<file path="src/rtl/tof_cls_pkg.sv">
package tof_cls_pkg;

  // Round a time in ns to whole clock ticks.
  function automatic int ns_to_ticks(input int t_ns, input int tick_ns);
    return (t_ns + tick_ns / 2) / tick_ns;
  endfunction

  // Width of a down-counter that must hold max_val.
  function automatic int cnt_bits(input int max_val);
    return (max_val < 2) ? 1 : $clog2(max_val + 1);
  endfunction

  // Number of classification paths fed from the upstream hit.
  localparam int NUM_PATHS = 2;
  localparam int PATH_PROMPT = 0;
  localparam int PATH_SLOW = 1;

endpackage

</file>
<file path="src/rtl/tof_delay_line.sv">
module tof_delay_line #(
  parameter int DEPTH = 13
) (
  input  logic clk_i,
  input  logic rst_i,
  input  logic din_i,
  output logic tap_o
);
  logic [DEPTH-1:0] sr_q;

  generate
    if (DEPTH == 1) begin : g_single
      always_ff @(posedge clk_i) begin
        if (rst_i) sr_q <= '0;
        else       sr_q <= din_i;
      end
    end else begin : g_chain
      always_ff @(posedge clk_i) begin
        if (rst_i) sr_q <= '0;
        else       sr_q <= {sr_q[DEPTH-2:0], din_i};
      end
    end
  endgenerate

  // The tap holds the hit from DEPTH-1 edges ago; the next stage adds one more.
  assign tap_o = sr_q[DEPTH-1];
endmodule

</file>
<file path="src/rtl/tof_stretcher.sv">
module tof_stretcher
  import tof_cls_pkg::*;
#(
  parameter int WIDTH = 2
) (
  input  logic clk_i,
  input  logic rst_i,
  input  logic trig_i,
  output logic gate_o
);
  localparam int CW = cnt_bits(WIDTH);
  localparam logic [CW-1:0] LOAD = CW'(WIDTH);

  logic [CW-1:0] cnt_q;

  always_ff @(posedge clk_i) begin
    if (rst_i)             cnt_q <= '0;
    else if (trig_i)       cnt_q <= LOAD;
    else if (cnt_q != '0)  cnt_q <= cnt_q - 1'b1;
  end

  assign gate_o = (cnt_q != '0);
endmodule

</file>
<file path="src/rtl/tof_rise_pulse.sv">
module tof_rise_pulse (
  input  logic clk_i,
  input  logic rst_i,
  input  logic level_i,
  output logic pulse_o
);
  logic level_q;

  always_ff @(posedge clk_i) begin
    if (rst_i) begin
      level_q <= 1'b0;
      pulse_o <= 1'b0;
    end else begin
      level_q <= level_i;
      pulse_o <= level_i & ~level_q;
    end
  end
endmodule

</file>
<file path="src/rtl/tof_flight_classifier.sv">
module tof_flight_classifier
  import tof_cls_pkg::*;
#(
  parameter int TICK_NS     = 5,
  parameter int DN_GATE_NS  = 10,
  parameter int P_DELAY_NS  = 65,
  parameter int P_GATE_NS   = 10,
  parameter int S_DELAY_NS  = 75,
  parameter int S_GATE_NS   = 90
) (
  input  logic clk_i,
  input  logic rst_i,
  input  logic up_hit_i,
  input  logic dn_hit_i,
  output logic prompt_o,
  output logic slow_o
);
  localparam int DN_W  = ns_to_ticks(DN_GATE_NS, TICK_NS);
  localparam int P_DLY = ns_to_ticks(P_DELAY_NS, TICK_NS);
  localparam int P_W   = ns_to_ticks(P_GATE_NS, TICK_NS);
  localparam int S_DLY = ns_to_ticks(S_DELAY_NS, TICK_NS);
  localparam int S_W   = ns_to_ticks(S_GATE_NS, TICK_NS);

  // Named internal events, brought out for the checker.
  logic                 dn_gate;
  logic [NUM_PATHS-1:0] up_tap;
  logic [NUM_PATHS-1:0] up_gate;
  logic [NUM_PATHS-1:0] overlap;
  logic [NUM_PATHS-1:0] flag;

  tof_stretcher #(.WIDTH(DN_W)) u_dn_stretch (
    .clk_i (clk_i),
    .rst_i (rst_i),
    .trig_i(dn_hit_i),
    .gate_o(dn_gate)
  );

  generate
    for (genvar p = 0; p < NUM_PATHS; p++) begin : g_path
      localparam int DLY = (p == PATH_PROMPT) ? P_DLY : S_DLY;
      localparam int WID = (p == PATH_PROMPT) ? P_W   : S_W;

      tof_delay_line #(.DEPTH(DLY)) u_dly (
        .clk_i(clk_i),
        .rst_i(rst_i),
        .din_i(up_hit_i),
        .tap_o(up_tap[p])
      );

      tof_stretcher #(.WIDTH(WID)) u_stretch (
        .clk_i (clk_i),
        .rst_i (rst_i),
        .trig_i(up_tap[p]),
        .gate_o(up_gate[p])
      );

      assign overlap[p] = dn_gate & up_gate[p];

      tof_rise_pulse u_pulse (
        .clk_i  (clk_i),
        .rst_i  (rst_i),
        .level_i(overlap[p]),
        .pulse_o(flag[p])
      );
    end
  endgenerate

  assign prompt_o = flag[PATH_PROMPT];
  assign slow_o   = flag[PATH_SLOW];
endmodule

</file>
<file path="config.mk">
export PLATFORM = sky130hd
export DESIGN_NAME = tof_flight_classifier
export DESIGN_NICKNAME = d
export VERILOG_FILES = /design/src/rtl/tof_cls_pkg.sv /design/src/rtl/tof_delay_line.sv /design/src/rtl/tof_stretcher.sv /design/src/rtl/tof_rise_pulse.sv /design/src/rtl/tof_flight_classifier.sv
export SDC_FILE = /design/constraint.sdc
export NUM_CORES = 1
export LEC_CHECK = 0
export BUFFER_PORTS_ARGS = -buffer_cell sky130_fd_sc_hd__buf_2
export CAP_MARGIN = 20
export CORE_MARGIN = 5
export CORE_UTILIZATION = 36
export DETAILED_ROUTE_END_ITERATION = 6
export PLACE_DENSITY = 0.63
export SYNTH_ARGS = -nofsm -noshare
export SYNTH_HDL_FRONTEND = slang
export SYNTH_SLANG_ARGS = --single-unit
</file>
<file path="constraint.sdc">
create_clock -name clk_i -period 3.9 [get_ports clk_i]
set_input_delay 0.195 -clock clk_i [delete_from_list [all_inputs] [get_ports clk_i]]
set_output_delay 0.195 -clock clk_i [all_outputs]
set_load 0.005 [all_outputs]
</file>
# Yosys cells after proc, flatten, opt, wreduce, memory -nomap -nowiden
# Index checks and enable logic that the tools add are counted.
[op_classes]
n_addsub = 3
multipliers = 0
div = 0
order_cmp = 0
eq_ne = 0
n_shift = 0
mux = 6
n_bitwise = 6
n_reduce_logical = 9
[op_table]
columns = ["cell", "count"]
rows = [
  ["two-way mux 5 bit", 2],
  ["nonzero test 2 bit", 5],
  ["two-way mux 2 bit", 4],
  ["OR reduction 2 bit", 3],
  ["nonzero test 5 bit", 1],
  ["subtractor 5 x 1 -> 5 bit, second input constant", 1],
  ["bitwise AND 1 bit", 4],
  ["subtractor 2 x 1 -> 2 bit, second input constant", 2],
  ["NOT 1 bit", 2],
]
[word_totals]
reg_bits = 41
latchBits = 0
mem_bits_rw = 0
romBits = 0
input_bits = 4
wordCells = 36
mem_count = 0

# Longest topological paths before layout
[depth]
depth_word = 3
ltp_mapped = 5

# Modules after synthesis
# From an unflattened synthesis, not the netlist that was laid out.
[hier_totals]
hier_cells = 105
area_unflattened_um2 = 1318.8
[by_module_without_submodules]
columns = ["module", "instances", "cells_per_inst", "area_per_inst_um2", "seq_area_each_um2"]
rows = [
  ["tof_delay_line (g_path[1].u_dly)", 1, 31, 432.9, 300.3],
  ["tof_delay_line (g_path[0].u_dly)", 1, 27, 395.4, 260.2],
  ["tof_stretcher (g_path[1].u_stretch)", 1, 25, 220.2, 100.1],
  ["tof_stretcher (g_path[0].u_stretch ...)", 2, 6, 70.1, 40.0],
  ["tof_rise_pulse", 2, 4, 58.8, 40.0],
  ["tof_flight_classifier", 1, 2, 12.5, 0.0],
]

# Worst setup path before layout
# Ideal clock, no wire load.
[synth_timing]
kind = "reg-to-reg"
from = "reg g_path[1].u_stretch.cnt_q[0]"
to = "reg g_path[1].u_stretch.cnt_q[2]"
setup_ns = 0.064
arrival_ns = 1.242
setup_slack_ns = 2.594
stages_incl_launch_ff = 6
path_buffers = 0
period_less_slack_ns = 1.306
path_cell_list = "dfxtp_1 inv_1 ha_1 nor4b_4 or3_2 nor2_1"
[synth_between]
elab_chain_len = 1
elab_cells_between_ends = 2
classes_between = "add/sub: 1; reduce/logical: 1"
[synth_rtl]
columns = ["item", "line_no", "rtl"]
rows = [
  ["start, declared", "tof_stretcher.sv:14", "logic [CW-1:0] cnt_q;"],
  ["start signal, assigned", "tof_stretcher.sv:19", "else if (cnt_q != '0) cnt_q <= cnt_q - 1'b1;"],
  ["subtractor 5 x 1 -> 5 bit or nonzero test 5 bit (tied branches)", "tof_stretcher.sv:19", ""],
]
# Several ways; a longest one is shown, not always the timed one.
# A chain may end at the register's enable or synchronous reset.

# Final worst setup path
# Ends and elaborated chain as after synthesis.

==> key figures <==
Critical path
  – CP Capture Type: register
  – Critical-path maximum fanout: 6
  – Reg2Reg Depth: 5
  – Critical Path Source Type: register
  – Critical Path AT: 1.68 ns
  – Kind of critical path: register to register
  – Worst Path Required: 4.17 ns

Global route
  – GRT overflow: 0
  – Largest net degree at the start of global routing: 25
  – First-pass GRT wire length: 1890 µm
  – GRT Total Usage: 7.19%
  – Vias in the first global route: 464
  – Initial antenna violation count: 0

Cells and area
  – Layout cells sized above 1: 15.9%
  – Final Util: 42.9%
  – Post-route insts no fill: 110
  – Layout Nets: 88
  – Design Area, Final: 967 µm²
  – Most frequent cells in the layout: dfxtp_1, nor2b_1, nor2_1, buf_2
  – Most common cell after layout, fill and taps aside: dfxtp_1
  – Fillers: 234
  – Diode count: 0
  – Synth-to-Final Area Change: 12.2%

Logic synthesis
  – Synth area leaders: dfxtp_1, nor2b_1, nor2_1
  – Syn Area/Cell: 11.5 µm²
  – Fraction of the yosys area taken by sequential cells: 65.0%
  – Syn_nets: 80
  – Yosys top cell area share: 65.0%
  – Warnings, synthesis: 0
  – Distinct cells, synth: 17
  – Cell area after synthesis: 862 µm²
  – Cells after synthesis: 75
  – Register bit total from synthesis: 28
  – Area leader, netlist: dfxtp_1

STA
  – Setup TNS Final: 0 ns
  – Final setup violation count: 0
  – Hold Fails Final Rpt: 0
  – Worst-Margin Slew: 0.393 ns
  – F_max: 0.707 GHz
  – Final Max Tran Viols: 0
  – Fin Clk Skew: 0.00407 ns
  – Max_slew headroom: 73.8%
  – Final worst path period share: 36.2%
  – Min Clock Period, post-route: 1.41 ns
  – RSZ-0062 raised after global routing: no

Clocking
  – Post-CTS Resized: 0
  – Setup bufs post-CTS: 0
  – CTS buffer count: 3
  – Clk buf depth: 2
  – Root Buffer Master: clkbuf_4
  – Htree depth: 1
  – CTS sink count: 28
  – CTS tree: done
  – Clk_lat worst skew: 0.32 ns
  – Clock-pin slew on the worst setup and hold paths: 0.14 ns
  – Hold Buf Count CTS: 0

Placement
  – Placer Congestion: 0.708
  – Dpl cells: 106
  – Dpl cell area: 915 µm²
  – Final HPWL DP: 754 µm
  – IO Port Bufs: 5

Run status
  – Status: finished clean

Pwr
  – Final Total Pwr: 652 µW
  – Clock power frac: 28.2%
  – Power Density: 674 mW/mm²
  – Comb pwr share: 20.8%
  – Maximum vdd drop: 0.356 mV
  – Int Pwr: 490 µW
  – Reg power frac: 51.0%
  – Pleak: 0.381 nW
  – Switching part of the total: 24.9%
  – Sw Pwr: 163 µW

Drt
  – Vias per cell: 4.51
  – Remaining antenna violation count: 0
  – Final WL: 1080 µm
  – WL per Instance: 9.79 µm
  – Detailed-route DRC error count: 0
  – Detailed Routing Iterations Pass 1: 2
  – Vias: 496
  – Initial DRC Count: 11

Floorplan
  – Ports: 6
  – Die width: 58.9 µm
  – Chip Height: 58.9 µm
  – Initial core utilization: 38.2%
  – DIE AREA: 0.00347 mm²
  – Placeable core area: 0.00225 mm²
  – Row cnt: 17

Worst hold path
  – Hold depth: 2
  – Worst hold path type: input pin to register

Run
  – Max_cap viols: 0
worst paths after layout:
path                                                                   to                                 startpoint  slack, ns
worst max-delay path            g_path[1].u_stretch.cnt_q[2]$_SDFFE_PP0P_  g_path[1].u_stretch.cnt_q[0]$_SDFFE_PP0P_       2.49
worst min-delay path                   u_dn_stretch.cnt_q[0]$_SDFFE_PP0N_                                   dn_hit_i       0.03
worst max register to register  g_path[1].u_stretch.cnt_q[2]$_SDFFE_PP0P_  g_path[1].u_stretch.cnt_q[0]$_SDFFE_PP0P_       2.49
worst min register to register       g_path[1].u_pulse.pulse_o$_SDFF_PP0_       g_path[1].u_pulse.level_q$_SDFF_PP0_       0.41
worst max-delay path: stages, from the launching register on:
cell     delay, ns
dfxtp_1       0.36
inv_1         0.06
ha_1          0.23
nor4b_4       0.16
or3_2         0.43
nor2_1        0.11
cell type report:
cell class / count / area [µm²] / share of cell area (%)
flip-flops and latches: 28 / 561 / 58.0
multi-input cells: 43 / 287 / 29.6
well taps: 28 / 35.0 / 3.62
clock inverters: 1 / 30.0 / 3.10
repair buffers: 5 / 25.0 / 2.59
clock buffers: 3 / 22.5 / 2.33
inverters: 2 / 7.51 / 0.776
power groups by stage:
stage / logic, mW / registers (mW) / clock network [mW]
2_1_floorplan: 0.116 / 0.335 / 0
3_3_place_gp: 0.134 / 0.338 / 0
3_5_place_dp: 0.139 / 0.340 / 0
4_1_cts: 0.140 / 0.333 / 0.191
5_1_grt: 0.152 / 0.336 / 0.202
6_report: 0.136 / 0.333 / 0.184
synth_stat cells:
master and n:
dfxtp_1 28, nor2b_1 15, nor2_1 9, a21oi_1 3, nor3_1 3, xnor2_1 3, clkbuf_1 2, inv_1 2
nor4b_1 2, a211oi_1 1, ha_1 1, nor3_2 1, nor3b_1 1, nor4b_4 1, o21bai_1 1, or3_2 1
or3b_2 1
flip-flops by register name, summed over array words and instances (netlist names):
register / flops
g_path.u_pulse.level_q: 2
g_path.u_dly.sr_q: 15
g_path.u_pulse.pulse_o: 2
g_path.u_stretch.cnt_q: 7
u_dn_stretch.cnt_q: 2
routing by layer:
layer,global-route usage [%],vias to the layer above,wire length (µm)
li1,-,257,-
met4,0.971,0,0
met3,4.61,0,66
met5,0,-,0
met2,12.9,6,556
met1,7.07,233,453
stage by stage:
step                      hold WS, ns  setup slack (ns)
final                          0.0290              2.49
after global routing          0.00554              2.37
after CTS                      0.0150              2.47
after detailed placement        0.384              2.50
after global placement          0.380              2.54
after floorplan                 0.267              2.59
logic make-up after synthesis:
| kind of cell | after synthesis | share of synthesized area [%] |
|---|---|---|
| adder cells (fa/ha/maj) | 1 | 1.45 |
| flip-flops | 28 | 65.0 |
| buffers and inverters | 4 | 1.74 |
| XOR/XNOR | 3 | 3.05 |
| AO/OA/AOI/OAI | 5 | 3.48 |
| AND/OR/NAND/NOR | 34 | 25.3 |
Note: power is estimated with default switching activity, not from simulation.
